==> src/rtl/sac_pkg.sv <==
package sac_pkg;
  localparam int unsigned SAC_ADDR_W      = 16;
  localparam int unsigned SAC_NUM_SPRITES = 80;
  localparam int unsigned SAC_REC_BYTES   = 8;
  localparam int unsigned SAC_KEPT_BYTES  = 4;

  typedef enum logic {
    FLD_VPOS      = 1'b0,
    FLD_SIZE_LINK = 1'b1
  } sac_field_e;
endpackage

==> src/rtl/sac_snoop_decode.sv <==
module sac_snoop_decode #(
  parameter int unsigned ADDR_W      = 16,
  parameter int unsigned NUM_SPRITES = 80,
  parameter int unsigned REC_BYTES   = 8,
  parameter int unsigned KEPT_BYTES  = 4,
  parameter int unsigned IDX_W       = 7,
  parameter int unsigned LANE_W      = 2
) (
  input  logic              strobe,
  input  logic [ADDR_W-1:0] addr,
  input  logic [ADDR_W-1:0] base,
  output logic              hit,
  output logic [IDX_W-1:0]  idx,
  output logic [LANE_W-1:0] lane
);
  localparam int unsigned REC_W  = $clog2(REC_BYTES);
  localparam int unsigned WINDOW = NUM_SPRITES * REC_BYTES;

  logic [ADDR_W-1:0] ofs;
  logic              in_window;
  logic              in_kept;

  always_comb begin
    ofs       = addr - base;
    in_window = ofs < ADDR_W'(WINDOW);
    in_kept   = ofs[REC_W-1:0] < REC_W'(KEPT_BYTES);
    hit       = strobe && in_window && in_kept;
    idx       = ofs[REC_W +: IDX_W];
    lane      = ofs[LANE_W-1:0];
  end

  // a hit never addresses a sprite beyond the table
  always_comb begin
    if (hit) begin
      a_r10_index_range: assert (int'(idx) < int'(NUM_SPRITES));
    end
  end
endmodule

==> src/rtl/sac_lane_ram.sv <==
module sac_lane_ram #(
  parameter int unsigned DEPTH = 80,
  parameter int unsigned IDX_W = 7
) (
  input  logic             clk,
  input  logic             rst,
  input  logic             we,
  input  logic [IDX_W-1:0] waddr,
  input  logic [7:0]       wdata,
  input  logic             re,
  input  logic [IDX_W-1:0] raddr,
  output logic [7:0]       rbyte
);
  logic [7:0]       mem [DEPTH];
  logic [DEPTH-1:0] vld;
  logic [7:0]       q;
  logic             qv;

  // storage array without reset, read-before-write
  always_ff @(posedge clk) begin
    if (we) mem[waddr] <= wdata;
    if (re) q <= mem[raddr];
  end

  // per-byte presence flags give the all-zero state after reset
  always_ff @(posedge clk) begin
    if (rst) begin
      vld <= '0;
      qv  <= 1'b0;
    end else begin
      if (re) qv <= vld[raddr];
      if (we) vld[waddr] <= 1'b1;
    end
  end

  assign rbyte = qv ? q : 8'h00;

  // a stored byte is marked present on the next cycle
  a_r2_write_marks_present: assert property (@(posedge clk) disable iff (rst)
    we |=> vld[$past(waddr)]);

  // nothing but a snooped write alters the contents
  a_r6_no_reload_without_write: assert property (@(posedge clk) disable iff (rst)
    !we |=> $stable(vld));
endmodule

==> src/rtl/sprite_attr_cache.sv <==
module sprite_attr_cache
  import sac_pkg::*;
#(
  parameter int unsigned ADDR_W      = SAC_ADDR_W,
  parameter int unsigned NUM_SPRITES = SAC_NUM_SPRITES,
  parameter int unsigned REC_BYTES   = SAC_REC_BYTES,
  parameter int unsigned KEPT_BYTES  = SAC_KEPT_BYTES,
  localparam int unsigned IDX_W      = $clog2(NUM_SPRITES),
  localparam int unsigned LANE_W     = $clog2(KEPT_BYTES),
  localparam int unsigned FSEL_W     = LANE_W - 1
) (
  input  logic              clk,
  input  logic              rst,
  input  logic              snoop_we,
  input  logic [ADDR_W-1:0] snoop_addr,
  input  logic [7:0]        snoop_data,
  input  logic [ADDR_W-1:0] table_base,
  input  logic              rd_en,
  input  logic [IDX_W-1:0]  rd_index,
  input  logic [FSEL_W-1:0] rd_field,
  output logic [15:0]       rd_data
);
  logic              hit;
  logic [IDX_W-1:0]  hit_idx;
  logic [LANE_W-1:0] hit_lane;
  logic [7:0]        lane_q [KEPT_BYTES];
  logic [FSEL_W-1:0] fld_q;

  sac_snoop_decode #(
    .ADDR_W(ADDR_W), .NUM_SPRITES(NUM_SPRITES), .REC_BYTES(REC_BYTES),
    .KEPT_BYTES(KEPT_BYTES), .IDX_W(IDX_W), .LANE_W(LANE_W)
  ) decode_i (
    .strobe(snoop_we), .addr(snoop_addr), .base(table_base),
    .hit(hit), .idx(hit_idx), .lane(hit_lane)
  );

  for (genvar l = 0; l < KEPT_BYTES; l++) begin : g_lane
    sac_lane_ram #(.DEPTH(NUM_SPRITES), .IDX_W(IDX_W)) ram_i (
      .clk(clk), .rst(rst),
      .we(hit && (hit_lane == LANE_W'(l))),
      .waddr(hit_idx), .wdata(snoop_data),
      .re(rd_en), .raddr(rd_index),
      .rbyte(lane_q[l])
    );
  end

  always_ff @(posedge clk) begin
    if (rst) fld_q <= '0;
    else if (rd_en) fld_q <= rd_field;
  end

  // big-endian field: lower byte address is the high half
  assign rd_data = {lane_q[{fld_q, 1'b0}], lane_q[{fld_q, 1'b1}]};

  // output holds while no read is requested
  a_r8_hold_without_read: assert property (@(posedge clk) disable iff (rst)
    !rd_en |=> $stable(rd_data));
endmodule

==> config.mk <==
export PLATFORM = sky130hd
export DESIGN_NAME = sprite_attr_cache
export DESIGN_NICKNAME = d
export VERILOG_FILES = /design/src/rtl/sac_pkg.sv /design/src/rtl/sac_snoop_decode.sv /design/src/rtl/sac_lane_ram.sv /design/src/rtl/sprite_attr_cache.sv
export SDC_FILE = /design/constraint.sdc
export NUM_CORES = 2
export LEC_CHECK = 0
export BUFFER_PORTS_ARGS = -buffer_cell sky130_fd_sc_hd__buf_2
export CORE_MARGIN = 8
export CORE_UTILIZATION = 42
export CTS_CLUSTER_DIAMETER = 30
export CTS_CLUSTER_SIZE = 10
export DETAILED_ROUTE_END_ITERATION = 12
export GPL_TIMING_DRIVEN = 1
export PLACE_DENSITY_LB_ADDON = 0.08
export SYNTH_ARGS = -nofsm -noshare
export SYNTH_HDL_FRONTEND = slang
export SYNTH_HIERARCHICAL = 1
export SYNTH_SLANG_ARGS = --single-unit
==> constraint.sdc <==
create_clock -name clk -period 4.55 [get_ports clk]
set_clock_uncertainty 0.15 [all_clocks]
set_input_delay 0.2275 -clock clk [delete_from_list [all_inputs] [get_ports clk]]
set_output_delay 0.2275 -clock clk [all_outputs]
set_load 0.01 [all_outputs]
### Yosys cells after proc, flatten, opt, wreduce, memory -nomap -nowiden

Memory sizes are Yosys's and may differ from the RTL's. A register that Yosys moved wholly into a read port is not among the register bits.
Cells that the tools add are included.

* register bits: 325
* RAM bits: 2560
* input bits: 52
* output and inout port bits: 16
* word-level logic and storage cells: 66
* memories: 4

Memory list
* g_lane[0].ram_i.mem: depth 80, width 8, read ports 1, clocked after memory_dff 1, write ports 1, RTL line sac_lane_ram.sv:14 `logic [7:0] mem [DEPTH];`
* g_lane[1].ram_i.mem: depth 80, width 8, read ports 1, clocked after memory_dff 1, write ports 1, RTL line sac_lane_ram.sv:14
* g_lane[2].ram_i.mem: depth 80, width 8, read ports 1, clocked after memory_dff 1, write ports 1, RTL line sac_lane_ram.sv:14
* g_lane[3].ram_i.mem: depth 80, width 8, read ports 1, clocked after memory_dff 1, write ports 1, RTL line sac_lane_ram.sv:14

* $add $sub $neg: 1
* order comparisons: 7
* equal/unequal tests: 3
* mux-type cells: 28
* bitwise gates (word level): 6
* reductions and logical operators: 8

Operators by type and width (number)
* 80-bit OR: 4
* 8-bit 2-to-1 mux: 8
* 8-bit binary-select mux with 2-bit select: 2
* 1-bit binary-select mux with 7-bit select: 4
* 16-bit by 10-bit less-than comparator with 1-bit output (second input constant): 1
* 7-bit by 8-bit less-than comparator with 1-bit output (second input constant): 2
* 16-bit subtractor: 1
* 1-bit 2-to-1 mux: 13
* 1-bit demux with 7-bit select: 1
* 7-bit by 1-bit greater-or-equal comparator with 1-bit output (second input constant): 1
* 1-bit logical AND: 7
* 3-bit greater-or-equal comparator (second input constant): 2
* 2-bit NOT with 3-bit output: 2
* 2-bit equality test (second input constant): 2
* 3-bit less-than comparator (second input constant): 1
* 2-bit by 1-bit equality test with 1-bit output (second input constant): 1
* 2-bit zero test: 1

### Logic depth before layout (Yosys ltp)

* depth in word-level cells: 7
* mapped depth: 18
* depth with buffers taken out: 17

### Hierarchy

Netlist, hierarchy kept.

Modules (own cells, without submodules)
* sac_lane_ram: times used 4, cells each 1505, area each 28288.4 µm²
* sac_snoop_decode: times used 1, cells each 116, area each 804.5 µm²
* sprite_attr_cache: times used 1, cells each 26, area each 309.0 µm²

### Worst setup path after synthesis

No wires, ideal clock.

* path type: input -> register
* start point: in snoop_addr[0]
* end point: mem g_lane[0].ram_i.mem[48][0], enable pin
* library setup time: 0.386 ns
* data arrival time: 3.412 ns
* data required time: 4.014 ns
* slack: 0.603 ns
* stages on the path: 14
* buffers on the path: 0
* cell sequence: inv_1 > ha_1 > fa_1 > nor2b_4 > o31a_1 > o2111a_2 > nand2b_1 > a31oi_1 > nor4_1 > and3_1 > nor3b_1 > nor2b_1 > nand3_1 > nor3_1

* cells in the longest elaborated chain, start to end: 7
* elaborated cells on any way between the ends: 9

Ends and longest elaborated chain
* start, declared: RTL line sprite_attr_cache.sv:15 `input logic [ADDR_W-1:0] snoop_addr,`
* 16-bit subtractor (*): RTL line sac_snoop_decode.sv:24 `ofs = addr - base;`
* 16-bit by 10-bit less-than comparator with 1-bit output: RTL line sac_snoop_decode.sv:25 `in_window = ofs < ADDR_W'(WINDOW);`
* 1-bit logical AND: RTL line sac_snoop_decode.sv:27 `hit = strobe && in_window && in_kept;`
* 1-bit logical AND (*): RTL line sac_snoop_decode.sv:27
* named net hit: RTL line sprite_attr_cache.sv:23 `logic hit;`
* 1-bit logical AND (*): RTL line sprite_attr_cache.sv:40 `.we(hit && (hit_lane == LANE_W'(l))),`
* 1-bit 2-to-1 mux (*): RTL line sac_lane_ram.sv:21 `if (we) mem[waddr] <= wdata;`
* 1-bit 2-to-1 mux (not written as such) (*): RTL line sac_lane_ram.sv:21
* end, declared: RTL line sac_lane_ram.sv:14

The timed path passes the listed nets; every way through them passes the cells marked *.

### Worst setup path in the final report

* start point: in snoop_addr[0]
* end point: mem g_lane[1].ram_i.mem[68][3], enable pin

* cells in the longest elaborated chain, start to end: 7
* elaborated cells on any way between the ends: 9

Ends and longest elaborated chain (RTL line)
* 16-bit subtractor (*): sac_snoop_decode.sv:24
* 16-bit by 10-bit less-than comparator with 1-bit output: sac_snoop_decode.sv:25
* 1-bit logical AND: sac_snoop_decode.sv:27
* 1-bit logical AND (*): sac_snoop_decode.sv:27
* named net hit: sprite_attr_cache.sv:23
* 1-bit logical AND (*): sprite_attr_cache.sv:40
* 1-bit 2-to-1 mux (*): sac_lane_ram.sv:21
* 1-bit 2-to-1 mux (not written as such) (*): sac_lane_ram.sv:21
* end, declared: sac_lane_ram.sv:14

Marks and branches as above.

==> flow_metrics.tcl <==
set metrics [dict create \
    cp.required_ps 5060 \
    cts.sinks 2917 \
    tightest_slew_ps 1190 \
    synth_cells 6162 \
    ir_drop_mv 0.387 \
    ys_ff_latch 2917 \
    fillCellCount 21500 \
    power_frac_seq 0.384 \
    outcome "finished clean" \
    std_cell_rows 191 \
    viasPerCell 5.48 \
    core_um2 271000 \
    synth_fp_nets 6230 \
    hold_viol_final 0 \
    synthDistinctLibCells 63 \
    switchingPower_uw 16500 \
    max-cap-violations 0 \
    cp_max_fo 9 \
    worstSetupPathType "in2reg" \
    async_flop_share 0 \
    drc 0 \
    cts_made_buffers 602 \
    period_share 0.781 \
    drive_gt1_frac 0.327 \
    vias 61800 \
    num_io_pins 68 \
    drt_iter0_markers 5313 \
    synth.largest_area_cell "edfxtp_1" \
    grtUsageTotal 0.216 \
    postSynthAreaPerCell_um2 18.5 \
    cp-start-kind "input pin" \
    hp-class "in2reg" \
    synth_top_area_share 0.681 \
    power_frac_clock 0.572 \
    ys_warn_count 6 \
    port-buffer-count 67 \
    cp-end-kind "flop" \
    grt_pass1_wl_um 459000 \
    p_leak_uw 0.0488 \
    route.detailed.wl_per_inst_um 28.0 \
    gp_congestion 0.817 \
    gr-total-overflow 0 \
    cts-root-buf "clkbuf_16" \
    internal-power_uw 59700 \
    crit_arrival_ps 4060 \
    nets 7236 \
    slew_viol_final 0 \
    fmax_mhz 282 \
    power_frac_comb 0.044 \
    place_inst 10100 \
    p_per_area_nw_per_um2 529 \
    synth_edf_count 2592 \
    grt_pass1_vias 64200 \
    layout_commonest_cell "edfxtp_1" \
    finalNonFillerCells 11300 \
    ant_nets 0 \
    die_y_um 538 \
    synth_area_um2 114000 \
    fin_crit_ps 3550 \
    rsz0062_at_grt "false" \
    ctsHtreeMaxLevel 6 \
    die_w_um 538 \
    die-area_um2 289000 \
    dp_slack_ps -22.2 \
    antenna_found_initial 10 \
    start_util 0.422 \
    cts_setup_buffers 0 \
    setup_viol 0 \
    area_growth_pct 26.0 \
    detail_route.first_pass.iterations 6 \
    clk_latency_ps 970 \
    synth.area.top_cells "edfxtp_1 68%, mux4_2 13%, dfxtp_1 5.7%, nor2_1 2.8%, mux2i_1 1.6%" \
    swShare 0.216 \
    layout_common_cells "2592 x edfxtp_1, 863 x nor2_1, 656 x mux4_2" \
    synth_flop_cell "edfxtp_1" \
    yosysSeqAreaShare 0.738 \
    slew_headroom 0.206 \
    setup_ws_ps 998 \
    finalWirelength_um 316000 \
    cts_buffer_depth 4 \
    clk_pin_slew_ps 50 \
    grt_max_degree 125 \
    cts_tree "built" \
    hpwl_um 196000 \
]
## cell usage after synthesis, types with 5 or more instances
master     instances
and2_1            49
edfxtp_1        2592
nor3_1            40
o21ai_0           18
o221ai_1          33
nor2b_1          107
a311oi_1          12
clkbuf_1         108
mux4_2           656
or2_2              5
o2111ai_1          6
dfxtp_1          325
inv_1             37
buf_6             45
a221oi_1          56
and3b_1            5
a2111oi_0         24
buf_2             80
buf_1             16
a31oi_1           28
buf_4             68
a22oi_1           44
o21ba_2           64
a21oi_1           69
a31o_2             8
mux2i_1          181
a32oi_1           40
nand2b_1          35
mux2_2            71
ha_1              15
a211oi_1          42
nand3_1           80
o22ai_1           20
mux2_4             9
nor2_1           863
a21o_1             6
nand2_1          245
xnor2_1            8
## routing by layer
layer	track usage	up-vias	wire, um
met5	0	-	0
met4	0.0617	0	8980
met3	0.0363	429	16800
met2	0.352	1918	152000
met1	0.301	32500	138000
li1	-	26900	-
## worst max-delay path: stages
cell and delay, ps:
buf_2 80, inv_1 30, ha_1 210, fa_1 440, nor2b_4 130, o31a_1 140
o2111a_2 280, nand2b_1 120, a31oi_1 80, nor4_1 290, and3_1 280, buf_12 150
and3b_1 460, and2_1 400, nand2_1 150, buf_4 200, nor2_1 150, buf_4 220
## layout make-up
cell class | count | area [um^2] | area share
Timing Repair Buffer | 720 | 6370 | 0.0443
Sequential cell | 2917 | 84300 | 0.586
Clock buffer | 742 | 16400 | 0.114
Tap cell | 3570 | 4470 | 0.0310
Antenna cell | 24 | 60.1 | 0.000417
Clock inverter | 373 | 4250 | 0.0295
Inverter | 41 | 154 | 0.00107
Multi-Input combinational cell | 2886 | 27900 | 0.194
## power by group through the flow
stage / clock, uW / combinational, uW / sequential [uW]
after global placement: 0 / 3350 / 29700
after global routing: 45600 / 3500 / 29200
after detailed placement: 0 / 3360 / 29700
after floorplan: 0 / 1710 / 29700
final: 43600 / 3320 / 29300
after CTS: 44300 / 3380 / 29300
## through the flow
step            util  TNS [ps]  hold slack (ps)  power (uW)  instance area, um^2
5_1_grt        0.531         0             93.7       78300               144000
3_3_place_gp   0.455     -3900              294       33100               123000
4_1_cts        0.531         0             46.9       76900               144000
3_5_place_dp   0.455      -336              302       33100               123000
6_report       0.532         0             96.8       76200               144000
2_1_floorplan      -         0              150       31400               114000
## worst paths after layout
path / from / depth (start not counted) / slack (ps) / endpoint
hold reg to reg: g_lane[1].ram_i/vld[20] / 2 / 310 / g_lane[1].ram_i/vld[20]
setup reg to reg: g_lane[0].ram_i/mem[7][0] / 5 / 1740 / g_lane[0].ram_i/q[0]
setup / recovery: snoop_addr[0] / 18 / 1000 / g_lane[1].ram_i/mem[68][3]
hold / removal: rst / 3 / 100 / g_lane[1].ram_i/vld[22]
## kinds of logic (layout without fill, tap and decap cells)
group | after synthesis | in the layout | share of synthesized area
DFF | 2917 | 2917 | 0.738
and+or+nand+nor | 1455 | 1455 | 0.0547
muxes | 917 | 917 | 0.153
AOI/OAI and AO/OA | 489 | 489 | 0.0334
buffers and inverters | 359 | 1876 | 0.0180
adders and majority gates | 16 | 16 | 0.00182
xor gates and xnor gates | 9 | 9 | 0.000690
other | 0 | 24 | 0
## state kept, by name, indices dropped and copies added (netlist names)
name	flops
g_lane.ram_i/q	32
g_lane.ram_i/mem	2560
g_lane.ram_i/qv	4
g_lane.ram_i/vld	320
fld_q	1
## timing repair
item                                   in CTS  in global routing
hold buffers                               15                  0
resized for setup                           0                  0
endpoints found under the hold margin    2050                  0
Note: power is estimated with default switching activity, not from simulation.
